==> config.mk <==
export PLATFORM = sky130hd
export DESIGN_NAME = status_flag_unit
export DESIGN_NICKNAME = d
export VERILOG_FILES = /design/src/rtl/sfu_pkg.sv /design/src/rtl/sfu_ctrl.sv /design/src/rtl/sfu_datapath.sv /design/src/rtl/status_flag_unit.sv
export SDC_FILE = /design/constraint.sdc
export NUM_CORES = 1
export LEC_CHECK = 0
export BUFFER_PORTS_ARGS = -buffer_cell sky130_fd_sc_hd__clkbuf_2
export CAP_MARGIN = 10
export CORE_MARGIN = 5
export CORE_UTILIZATION = 25
export DETAILED_ROUTE_END_ITERATION = 8
export HOLD_SLACK_MARGIN = 0.1
export PLACE_DENSITY = 0.61
export SLEW_MARGIN = 20
export SYNTH_ARGS = -nofsm -noshare
export SYNTH_HDL_FRONTEND = slang
export SYNTH_HIERARCHICAL = 1
export SYNTH_SLANG_ARGS = --single-unit
==> constraint.sdc <==
create_clock -name clk -period 2.6 [get_ports clk]
set_clock_uncertainty 0.05 [all_clocks]
set_input_delay 0.26 -clock clk [delete_from_list [all_inputs] [get_ports clk]]
set_output_delay 0.26 -clock clk [all_outputs]
set_load 0.01 [all_outputs]
==> src/rtl/sfu_pkg.sv <==
package sfu_pkg;

  typedef enum logic [2:0] {
    OP_IDLE  = 3'd0,
    OP_ALU   = 3'd1,
    OP_SET   = 3'd2,
    OP_CLR   = 3'd3,
    OP_BRSET = 3'd4,
    OP_BRCLR = 3'd5
  } sfuOp_e;

  typedef struct packed {
    logic aluWr;
    logic srSet;
    logic srClr;
    logic regSet;
    logic regClr;
    logic brTest;
    logic brWhenSet;
  } sfuStrobe_t;

endpackage

==> src/rtl/sfu_ctrl.sv <==
module sfu_ctrl
  import sfu_pkg::*;
(
  input  logic [2:0] opSel,
  input  logic       targetIsZero,
  output sfuStrobe_t strobe
);

  always_comb begin
    strobe = '0;
    unique case (opSel)
      OP_ALU:   strobe.aluWr = 1'b1;
      OP_SET: begin
        strobe.srSet  = targetIsZero;
        strobe.regSet = !targetIsZero;
      end
      OP_CLR: begin
        strobe.srClr  = targetIsZero;
        strobe.regClr = !targetIsZero;
      end
      OP_BRSET: begin
        strobe.brTest    = 1'b1;
        strobe.brWhenSet = 1'b1;
      end
      OP_BRCLR: strobe.brTest = 1'b1;
      default:  strobe = '0;
    endcase
  end

endmodule

==> src/rtl/sfu_datapath.sv <==
module sfu_datapath
  import sfu_pkg::*;
#(
  parameter int DATA_W      = 32,
  parameter int PC_W        = 24,
  parameter int SR_W        = 8,
  parameter int OFF_W       = 8,
  parameter int NUM_ALU     = 3,
  parameter int RSVD_BIT    = 3,
  parameter int USER_LO     = 4,
  parameter int INSTR_BYTES = 2
) (
  input  logic                     clk,
  input  logic                     rstN,
  input  sfuStrobe_t               strobe,
  input  logic [OFF_W-1:0]         immVal,
  input  logic [$clog2(SR_W)-1:0]  bitSel,
  input  logic [DATA_W-1:0]        regIn,
  input  logic [PC_W-1:0]          pcIn,
  input  logic [NUM_ALU-1:0]       aluFlags,
  input  logic [NUM_ALU-1:0]       aluWe,
  output logic [SR_W-1:0]          statusOut,
  output logic [DATA_W-1:0]        regOut,
  output logic                     branchTaken,
  output logic [PC_W-1:0]          branchTarget
);

  localparam int IDX_W = $clog2(DATA_W);
  localparam logic [SR_W-1:0] WR_MASK = ~(SR_W'(1) << RSVD_BIT);
  localparam int EXT_W = PC_W - OFF_W - 1;

  logic [SR_W-1:0]   statusQ;
  logic [SR_W-1:0]   aluMerged;
  logic [SR_W-1:0]   statusNext;
  logic [SR_W-1:0]   maskEff;
  logic [DATA_W-1:0] bitMask;
  logic [PC_W-1:0]   offExt;

  assign maskEff = immVal[SR_W-1:0] & WR_MASK;

  // per-flag ALU merge, one slice per ALU flag
  genvar gi;
  generate
    for (gi = 0; gi < SR_W; gi++) begin : gAluMerge
      if (gi < NUM_ALU) begin : gFlag
        assign aluMerged[gi] = aluWe[gi] ? aluFlags[gi] : statusQ[gi];
      end else begin : gKeep
        assign aluMerged[gi] = statusQ[gi];
      end
    end
  endgenerate

  always_comb begin
    statusNext = statusQ;
    if (strobe.aluWr) statusNext = aluMerged;
    if (strobe.srSet) statusNext = statusQ | maskEff;
    if (strobe.srClr) statusNext = statusQ & ~maskEff;
    statusNext = statusNext & WR_MASK;
  end

  always_ff @(posedge clk) begin
    if (!rstN) statusQ <= '0;
    else       statusQ <= statusNext;
  end

  assign statusOut = statusQ;

  // single-bit register manipulation
  assign bitMask = DATA_W'(1) << immVal[IDX_W-1:0];

  always_comb begin
    regOut = regIn;
    if (strobe.regSet) regOut = regIn | bitMask;
    if (strobe.regClr) regOut = regIn & ~bitMask;
  end

  // branch condition and target
  assign branchTaken = strobe.brTest && (statusQ[bitSel] == strobe.brWhenSet);
  assign offExt = {{EXT_W{immVal[OFF_W-1]}}, immVal, 1'b0};
  assign branchTarget = pcIn + PC_W'(INSTR_BYTES) + offExt;

  AST_USER_HOLD: assert property (@(posedge clk) disable iff (!rstN)
    strobe.aluWr |=> $stable(statusQ[SR_W-1:USER_LO]));
  AST_RSVD_ZERO: assert property (@(posedge clk) disable iff (!rstN)
    statusQ[RSVD_BIT] == 1'b0);
  AST_MASK_SET: assert property (@(posedge clk) disable iff (!rstN)
    strobe.srSet |=> ((statusQ & $past(maskEff)) == $past(maskEff)));
  AST_MASK_CLR: assert property (@(posedge clk) disable iff (!rstN)
    strobe.srClr |=> ((statusQ & $past(maskEff)) == '0));
  AST_ONE_BIT: assert property (@(posedge clk) disable iff (!rstN)
    (strobe.regSet || strobe.regClr) |-> ($countones(regOut ^ regIn) <= 1));
  AST_REG_PASS: assert property (@(posedge clk) disable iff (!rstN)
    !(strobe.regSet || strobe.regClr) |-> (regOut == regIn));
  AST_NO_BRANCH: assert property (@(posedge clk) disable iff (!rstN)
    !strobe.brTest |-> !branchTaken);
  AST_SR_STEADY: assert property (@(posedge clk) disable iff (!rstN)
    (strobe.regSet || strobe.regClr || strobe.brTest) |=> $stable(statusQ));

endmodule

==> src/rtl/status_flag_unit.sv <==
module status_flag_unit
  import sfu_pkg::*;
#(
  parameter int DATA_W  = 32,
  parameter int PC_W    = 24,
  parameter int SR_W    = 8,
  parameter int OFF_W   = 8,
  parameter int NUM_ALU = 3
) (
  input  logic                    clk,
  input  logic                    rstN,
  input  logic [2:0]              opSel,
  input  logic                    targetIsZero,
  input  logic [OFF_W-1:0]        immVal,
  input  logic [$clog2(SR_W)-1:0] bitSel,
  input  logic [DATA_W-1:0]       regIn,
  input  logic [PC_W-1:0]         pcIn,
  input  logic [NUM_ALU-1:0]      aluFlags,
  input  logic [NUM_ALU-1:0]      aluWe,
  output logic [SR_W-1:0]         statusOut,
  output logic [DATA_W-1:0]       regOut,
  output logic                    branchTaken,
  output logic [PC_W-1:0]         branchTarget
);

  sfuStrobe_t strobe;

  sfu_ctrl u_ctrl (
    .opSel        (opSel),
    .targetIsZero (targetIsZero),
    .strobe       (strobe)
  );

  sfu_datapath #(
    .DATA_W  (DATA_W),
    .PC_W    (PC_W),
    .SR_W    (SR_W),
    .OFF_W   (OFF_W),
    .NUM_ALU (NUM_ALU)
  ) u_dp (
    .clk          (clk),
    .rstN         (rstN),
    .strobe       (strobe),
    .immVal       (immVal),
    .bitSel       (bitSel),
    .regIn        (regIn),
    .pcIn         (pcIn),
    .aluFlags     (aluFlags),
    .aluWe        (aluWe),
    .statusOut    (statusOut),
    .regOut       (regOut),
    .branchTaken  (branchTaken),
    .branchTarget (branchTarget)
  );

endmodule

; ---- Word level (Yosys, flattened, before mapping)
; Index checks and enable logic that the tools add are counted.
; Widths: inputs -> output; s select.
[totals]
ff_bits = 7
input_bits = 79
output_inout_bits = 65
wordCells = 48
[op_classes]
add_sub_neg = 2
order_cmp = 1
eq_ne = 6
n_shift = 1
muxes = 17
bitwise = 6
n_reduce_logical = 11
[op_table]
columns = cell, n
row1 = $mux 32, 2
row2 = $and 32x32->32, 1
row3 = $not 32->32, 1
row4 = $or 32x32->32, 1
row5 = $shl 1x5->32 const A, 1
row6 = $add 24x2->24 const B, 1
row7 = $add 24x24->24, 1
row8 = $mux 8, 2
row9 = $reduce_bool 3->1, 4
row10 = $mux 1, 11
row11 = $and 8x8->8, 1
row12 = $not 8->8, 1
row13 = $or 8x8->8, 1
row14 = $eq 3x2->1 const B, 2
row15 = $eq 3x3->1 const B, 2
row16 = $reduce_and 2->1, 3
row17 = $lt 3x4->1 const B, 1
row18 = $bmux 1 s3, 1
row19 = $eq 3x1->1 const B, 1
row20 = $mux 3, 1
row21 = $reduce_bool 2->1, 1
row22 = $reduce_or 2->1, 1
row23 = $eq 1x1->1, 1
row24 = $logic_and 1x1->1, 1
row25 = $logic_not 1->1, 1

; ---- Logic depth before layout (Yosys ltp)
; Gate-level depths: netlist of run 1.
[depth]
depth_word = 5
ltp_mapped = 12
depth_no_buf = 12

; ---- Modules after synthesis
; The synthesis of run 1 kept the hierarchy.
[by_module_without_submodules]
columns = module, instances, cells_per_inst, area_per_inst_um2, seq_area_each_um2
row1 = sfu_datapath, 1, 345, 2371.0, 140.1
row2 = sfu_ctrl, 1, 7, 71.3, 0.0

; ---- Worst setup path before layout of run 1
; Ideal clock, no wire load.
[synth_path]
path_kind = input -> output
startpoint = input immVal[7]
endpoint = output branchTarget[19]
arrival_ps = 2183
required_time_ps = 2290
slack_ps = 107
stages = 8
n_path_buf = 0
cell_sequence = ha_1 > ha_1 > a21oi_1 > o21bai_1 > a21o_1 > a21oi_1 > nand2_1 > o311ai_0
[synth_via]
elab_chain_len = 1
[synth_lines]
columns = element, line_no
row1 = start: declaration, status_flag_unit.sv:14  ; input logic [OFF_W-1:0] immVal,
row2 = $add 24x24->24, sfu_datapath.sv:80  ; assign branchTarget = pcIn + PC_W'(INSTR_BYTES) + offExt;
row3 = end: declaration, status_flag_unit.sv:23  ; output logic [PC_W-1:0] branchTarget
; No other way between the ends.

; ---- Worst setup path in the final report of run 1
[layout_path]
startpoint = input pcIn[2]
endpoint = output branchTarget[18]
[layout_via]
elab_chain_len = 2
[layout_lines]
columns = element, line_no
row1 = start: declaration, status_flag_unit.sv:17  ; input logic [PC_W-1:0] pcIn,
row2 = $add 24x2->24, sfu_datapath.sv:80
row3 = $add 24x24->24, sfu_datapath.sv:80
; No other way between the ends.

==> metrics, run 1 <==
Async S/R FF share, synth=0%; largest net degree at the start of global routing=17; Max-Cap Viols=0; max frequency=365 MHz; clock slew at reported path FFs=40 ps; antenna cells=0; Post-synth EDFFs=0; WL/cell=14.9 µm; area delta synth->final=82.5%; most frequent cells in the layout=clkbuf_2, a21oi_1, buf_4; crit share post-route=105%; htree depth=1; area of all placed cells without fillers=4460 µm²; top layer in use=met4; TritonCTS Buffers=3; Leakage=a little over 2 nW; Non-Filler Instances=689; Core Box Area=9640 µm²; hpwl dp=around 8100 µm; # clock sinks=7; I/O Pins=144; Mapped Avg Cell Area=6.94 µm²; length of routed met2 wiring=5350 µm; path category of the worst min-delay check=in -> reg; DRT Wirelength=10200 µm; Placed Instances=676; met3 wire length=762 µm; drt first pass iters=4; worst slew pin tran=between 700 and 800 ps; gr ovfl total=0; I/O Buffers=140; ANT nets after route=0; Final setup viols=6; startpoint types=primary input; Worst Setup Path Type=in -> out; Critical Path AT=2430 ps; row count=36; first-pass GRT wire length=roughly 16000 µm; Most used DFF post-synth=dfxtp_1; Finished Core Util=a little under half; CTS tree=done; Post-DP Area=about 3700 µm²; DR DRC count=0; total number of vias=3427; CTS root buf=clkbuf_8; Yosys reg bits=7; die height=roughly 110 µm; Mapped Nets=475; vias in the first global route=3503; synthesized netlist cell count=~350; worst rel slew slack=52.4%; minimum clock period=2740 ps; CTS Hold Buffers Added=0; hold violation total from the final report=0; vias per std cell=between 4 and 5; Die Width=109 µm; Final Max Tran Viols=0; leading cell type in the layout, fill and taps excluded=clkbuf_2; Distinct cells, synth=53; status=complete, but fails checks; starting DRC count in detailed routing=~110; sequential area share after synthesis=5.74%; initial core utilization=about 25%; Max Buffers Root-to-Sink=2; Post-Syn Area=2440 µm²; Total Neg Setup Slack=-545 ps; crit path capture type=output pin; Nets=680; Total GRT Usage=15.7%; max reg flops=7; Yosys warnings=6; Req. time, crit path=2290 ps; Die Area=11800 µm²; initial antenna violation count=0; RSZ-0062 raised after global routing=true; worst skew pair latency=220 ps; final setup margin=-136 ps; violated checks=setup timing; Max FO, Critical Path=4; PD cells=325 nW/µm²; M1 wire length=~4000 µm; layout cells sized above 1=about 53%; Placer Congestion=0.899; VDD IR max=138 µV
[per-layer routing]
layer / vias to the layer above / global-route usage [%]
met5: - / 0
met4: 0 / 2.89
met3: 10 / 3.02
met2: 144 / 30.7
met1: 1565 / 17.4
li1: 1708 / -
[cell usage after synthesis (2+ instances only)]
master     n  share of area, %
a21oi_1   96                20
ha_1      43                22
nor2_1    29               4.5
nand2_1   23               3.5
nor3_1    15               3.1
inv_1     14               2.2
xnor2_1   13               4.7
clkbuf_1  12               1.8
o21ai_0   10               2.0
dfxtp_1    7               5.7
nor2b_1    7               1.8
a21o_1     6               1.8
nand3_1    6               1.2
nor3b_1    6               1.8
xor2_1     6               2.2
and2_1     5               1.3
a211o_1    4               1.4
a31oi_1    4               1.0
nand2b_1   4               1.0
a21boi_0   3              0.92
and3_1     3              0.77
and4bb_2   2               1.0
buf_4      2              0.61
nand4_1    2              0.51
o21a_1     2              0.61
[power breakdown]
group	internal (mW)	switching [mW]	leakage, nW
clock	0.104	0.0484	0.0255
combinational	0.609	0.570	1.99
sequential	0.112	0.00443	0.0569
[logic make-up after synthesis]
family,after synthesis,share of synthesized area [%]
AND/OR/NAND/NOR,108,23.2
XOR/XNOR,19,6.81
multiplexers,3,1.79
adder cells (fa/ha/maj),44,22.8
flip-flops,7,5.74
other,1,0.154
AO/OA/AOI/OAI,141,34.4
buffers and inverters,29,5.07
[through the flow]
stage               power (mW)  worst slack, ps  hold WS [ps]
floorplan                0.626              107           329
global placement          1.06             -373           451
detailed placement        1.08             -441           454
CTS                       1.33             -190           282
global route              1.56             -220           294
finish                    1.45             -136           282
[worst max-delay path, stage by stage]
cell and delay (ps):
buf_8 100, ha_4 230, ha_4 160, inv_2 50, fa_2 230, nor2b_4 60
o31ai_4 320, a211oi_2 140, or3_4 430, a31oi_4 170, xnor2_2 120, buf_2 150
[timing repair]
action                                  in CTS  in global routing
pin swaps                                   24                 27
resized for setup                           48                 53
endpoints found under the setup margin      13                 12
buffers inserted                             4                  5
[worst paths after layout]
kind              depth (start not counted)                 to  slack [ps]         startpoint
hold / removal                            3  u_dp/statusOut[4]         280               rstN
setup / recovery                         12   branchTarget[18]        -140            pcIn[2]
setup reg to reg                          4  u_dp/statusOut[0]        1470  u_dp/statusOut[0]
hold reg to reg                           2  u_dp/statusOut[7]         470  u_dp/statusOut[7]
[area by class of cell]
cell class / count / area (µm²)
timing repair buffer: 215 / 1340
multi-input combinational: 316 / 2710
clock inverter: 1 / 5.00
sequential: 7 / 140
inverter: 14 / 55.1
tap: 133 / 166
fill: 978 / 5180
clock buffer: 3 / 41.3
No activity file was read; power rests on OpenSTA's default activity.
==> run 2: changes to the inputs <==
==> constraint.sdc (replaced) <==
create_clock -name clk -period 2.6 [get_ports clk]
set_clock_uncertainty 0.05 [all_clocks]
set_input_delay 0.26 -clock clk [delete_from_list [all_inputs] [get_ports clk]]
set_output_delay 0.26 -clock clk [all_outputs]
set_load 0.005 [all_outputs]
==> run 2 against run 1 <==
Effect of this change:
- the run still ends with setup timing left
- register-to-register slack improved by 120 ps
- fmax rose by 1.5%
- first-iteration DRC count rose by 18%
- core utilization down 0.49 points
- clock power about the same
- highest routed layer unchanged
- largest power group unchanged
- largest cell class unchanged
==> metrics, run 2 (synthesis results as in run 1) <==
status=complete, but fails checks; violated checks=setup timing; # fillers=980; starting DRC count in detailed routing=135; layout cells sized above 1=51.9%; most frequent cells in the layout=clkbuf_2, a21oi_1, buf_4; final setup margin=-96.0 ps; Final setup viols=6; Die Area=11800 µm²; Nets=677; area of all placed cells without fillers=roughly 4400 µm²; antenna cells=0; Placer Congestion=0.911; Int Power=807 µW; max reg flops=7; initial core utilization=25.3%; area delta synth->final=80.5%; RR Startpoint=u_dp/statusOut[0]; Max Buffers Root-to-Sink=2; Critical Path AT=between 2000 and 2500 ps; worst flop-to-flop path endpoint=u_dp/statusOut[0]; # clock sinks=7; PD cells=310 nW/µm²; total number of vias=3408; die height=109 µm; Leakage=2.07 nW; htree depth=1; I/O Buffers=140; hold path endpoint=u_dp/statusOut[4]; startpoint types=primary input; minimum clock period=2700 ps; ANT nets after route=0; Worst Setup Path Type=in -> out; row count=36; CTS Hold Buffers Added=0; CTS tree=done; R2R cell count=4; initial antenna violation count=0; dpl ws=-392 ps; crit path capture type=output pin; Net Sw Frac=40.9%; hpwl dp=8180 µm; Total GRT Usage=15.6%; Placed Instances=675; drt first pass iters=4; Max FO, Critical Path=4; vias per std cell=a little under 5; leading cell type in the layout, fill and taps excluded=clkbuf_2; Non-Filler Instances=686; gr ovfl total=0; DRT Wirelength=9920 µm; R2R setup slack=1590 ps; vias in the first global route=3431; clock share of power=between 10 and 15%; WL/cell=14.5 µm; Final Max Tran Viols=0; worst slew pin tran=773 ps; first-pass GRT wire length=15400 µm; crit share post-route=104%; NetSw=559 µW; Req. time, crit path=between 2000 and 2500 ps; Sequential Power Share=8.5%; Finished Core Util=45.7%; RSZ-0062 raised after global routing=true; VDD IR max=118 µV; Max-Cap Viols=0; hold violation total from the final report=0; I/O Pins=approximately 140; path category of the worst min-delay check=in -> reg; worst skew pair latency=approximately 220 ps; max frequency=371 MHz; worst rel slew slack=roughly half; CTS root buf=clkbuf_8; Post-DP Area=3740 µm²; Core Box Area=9640 µm²; largest net degree at the start of global routing=17; Hold Crit Start=rstN; Die Width=109 µm; TritonCTS Buffers=3; Hold Path Stages=3; DR DRC count=0; clock slew at reported path FFs=approximately 40 ps; combinational power share=80.4%
-- run 2: how the worst max path moves through the flow --
stage                     slack (ps)      start  cells past startpoint               end
after global routing            -180  immVal[1]                     12  branchTarget[18]
after global placement          -360  immVal[0]                     14  branchTarget[20]
after detailed placement        -390  immVal[0]                     14  branchTarget[20]
after floorplan                  150  immVal[1]                     10  branchTarget[20]
final                           -100  immVal[1]                     12  branchTarget[18]
after CTS                       -110  immVal[1]                     12  branchTarget[18]
-- run 2: per-layer routing --
layer | GRT usage (%) | routed length (µm)
met1 | 17.6 | 3890
met2 | 30.4 | 5190
met3 | 2.43 | 710
met4 | 3.61 | 127
met5 | 0 | 0
-- run 2: timing repair --
item | in CTS | in global routing
gates resized for setup | 51 | 47
pin swaps | 26 | 17
setup buffers | 5 | 2
gates cloned | 0 | 0
endpoints found under the setup margin | 12 | 11
-- run 2: power by group through the flow --
stage | clock (mW) | combinational [mW] | sequential (mW)
2_1_floorplan | 0 | 0.458 | 0.117
3_3_place_gp | 0 | 0.886 | 0.118
3_5_place_dp | 0 | 0.904 | 0.118
4_1_cts | 0.155 | 1.01 | 0.116
5_1_grt | 0.166 | 1.20 | 0.117
6_report | 0.151 | 1.10 | 0.116
-- run 2: cell type report --
class / count / area, µm² / area share [%]
inverter: 14 / 55.1 / 1.25
multi-input combinational: 316 / 2680 / 60.8
tap: 133 / 166 / 3.77
timing repair buffer: 212 / 1320 / 29.9
clock buffer: 4 / 45.0 / 1.02
sequential: 7 / 140 / 3.18
-- run 2: worst max-delay path, stage by stage --
cell	delay, ps
buf_8	100
ha_4	230
ha_4	150
inv_2	40
fa_2	220
nor2b_4	50
o31ai_4	310
a211oi_2	150
or3_4	430
a31oi_4	190
xnor2_2	120
buf_2	130
-- run 2: through the flow --
step	setup TNS, ps	hold slack [ps]	total power, mW
final	-294	297	1.37
after global routing	-871	293	1.49
after CTS	-441	285	1.28
after detailed placement	-2070	457	1.02
after global placement	-1910	451	1.00
after floorplan	0	329	0.575
==> run 3: changes to the inputs <==
==> constraint.sdc (replaced) <==
create_clock -name clk -period 2.6 [get_ports clk]
set_clock_uncertainty 0.05 [all_clocks]
set_input_delay 0.26 -clock clk [delete_from_list [all_inputs] [get_ports clk]]
set_output_delay 0.26 -clock clk [all_outputs]
set_load 0.1 [all_outputs]
==> run 3 against run 2 <==
Effect of this change:
- the flow still finishes with violations (setup timing)
- critical path type unchanged
- power is 110% higher
- sequential cell count unchanged
- non-clock buffer count is 8 higher
- core utilization increased by 11 points
- register-to-register slack about the same
- worst setup slack worse by 100 ps
- via count is 0.12% higher
- clock power barely moved
==> metrics, run 3 (synthesis results as in run 1) <==
row count=36; Worst Setup Path Type=in -> out; total chip power=roughly 2.9 mW; CTS root buf=clkbuf_8; Core Box Area=9640 µm²; gr ovfl total=0; vias per std cell=4.92; Int Power=1.25 mW; path category of the worst min-delay check=in -> reg; top layer in use=met4; Max FO, Critical Path=4; slowest cell delay on critical path=430 ps; CTS tree=done; Nets=685; CP bufs+invs=3; antenna cells=0; I/O Buffers=140; Reg area=140 µm²; final setup margin=-198 ps; Max-Cap Viols=0; status=complete, but fails checks; Req. time, crit path=2290 ps; starting DRC count in detailed routing=86; worst rel slew slack=about two fifths; WL/cell=14.8 µm; Post-DP Area=5010 µm²; Max Buffers Root-to-Sink=2; clock share of power=5.2%; area delta synth->final=125%; Leakage=2.42 nW; Sequential Power Share=4.0%; RR Startpoint=u_dp/statusOut[1]; htree depth=1; violated checks=setup timing; largest net degree at the start of global routing=17; total number of vias=around 3400; multi-input combinational cell area=3080 µm²; CP cell instances=buf_8 -> ha_4 -> ha_4 -> inv_2 -> fa_2 -> nor2b_4 -> o31ai_4 -> a211oi_2 -> or3_4 -> a31oi_4 -> xnor2_4 -> buf_12; Final Max Tran Viols=0; most frequent cells in the layout=buf_4, clkbuf_2, a21oi_1; drt first pass iters=4; max frequency=357 MHz; Hold WS=307 ps; VDD IR max=343 µV; Die Width=109 µm; hold violation total from the final report=0; I/O Pins=144; # fillers=869; Finished Core Util=57.0%; met3 wire length=899 µm; ANT nets after route=0; first-pass GRT wire length=16400 µm; DR DRC count=0; Final setup viols=7; worst slew pin tran=around 910 ps; NetSw=about 1.6 mW; clock slew at reported path FFs=about 40 ps; Hold Crit Start=rstN; leading cell type in the layout, fill and taps excluded=buf_4; startpoint types=primary input; RSZ-0062 raised after global routing=true; M1 wire length=between 3000 and 4000 µm; length of routed met2 wiring=around 5300 µm; max reg flops=7; PD cells=526 nW/µm²; TritonCTS Buffers=3; Slowest-stage cell, CP=or3_4; crit share post-route=108%; area of all placed cells without fillers=about 5500 µm²; crit path capture type=output pin; die height=109 µm; most frequent CP cell=ha_4; Die Area=11800 µm²; Crit. Startpoint=immVal[1]; Total GRT Usage=16.8%; vias in the first global route=3496; family with the most delay on the worst path=compound AO/OA/AOI/OAI gates; dpl ws=-318 ps; hpwl dp=around 8700 µm; initial antenna violation count=0; worst skew pair latency=~220 ps; Placer Congestion=0.845; CTS Hold Buffers Added=0; # clock sinks=7; layout cells sized above 1=60.8%; DRT Wirelength=~10000 µm; minimum clock period=2800 ps; Net Sw Frac=approximately 57%; initial core utilization=25.3%; Critical Path AT=2490 ps; combinational power share=roughly 90%
## run 3: cell types whose count changed in the layout (fill, tap and decap cells not counted), sizes merged
| cell | change |
|---|---|
| buf | +54 |
| clkbuf | -47 |
| clkinv | +1 |
## run 3: layer usage
| layer | GRT usage (%) | vias to the layer above |
|---|---|---|
| met4 | 3.16 | 0 |
| met1 | 18.2 | 1566 |
| met3 | 5.15 | 6 |
| li1 | - | 1723 |
| met2 | 32.1 | 117 |
| met5 | 0 | - |
## run 3: layout make-up
type / count / share of cell area (%)
well taps: 133 / 3.03
clock inverters: 1 / 0.0912
repair buffers: 220 / 36.5
clock buffers: 3 / 0.752
multi-input cells: 316 / 56.0
flip-flops and latches: 7 / 2.55
inverters: 14 / 1.00
## run 3: power groups by stage
| stage | Combinational (mW) | Clock (mW) | Sequential, mW |
|---|---|---|---|
| finish | 2.62 | 0.150 | 0.116 |
| global route | 2.74 | 0.160 | 0.117 |
| CTS | 2.60 | 0.154 | 0.116 |
| detailed placement | 2.51 | 0 | 0.118 |
| global placement | 2.49 | 0 | 0.118 |
| floorplan | 1.63 | 0 | 0.145 |
## run 3: path summary, 6_finish.rpt
| path | to | slack, ps | cells past startpoint |
|---|---|---|---|
| max | branchTarget[18] | -200 | 12 |
| min | u_dp/statusOut[5] | 310 | 3 |
| max reg2reg | u_dp/statusOut[1] | 1580 | 4 |
| min reg2reg | u_dp/statusOut[7] | 460 | 2 |
## run 3: repair_timing
action / in CTS / in global routing
pin swaps: 14 / 14
gates cloned: 0 / 0
setup endpoints to repair: 13 / 12
gates resized for setup: 41 / 21
buffers inserted: 4 / 2
hold endpoints to repair: 0 / 0
## run 3: worst register-to-register path, cell delays in order (launching register included)
cell and delay [ps]:
dfxtp_1 390, a21oi_1 60, a31oi_1 170, nor2_1 60
nor3b_1 200
## run 3: through the flow
stage                     setup TNS (ps)  cells
after floorplan                    -1340    352
after global placement             -2110    684
after detailed placement           -2470    684
after CTS                          -1020    692
after global routing               -1650    694
final                               -925    694
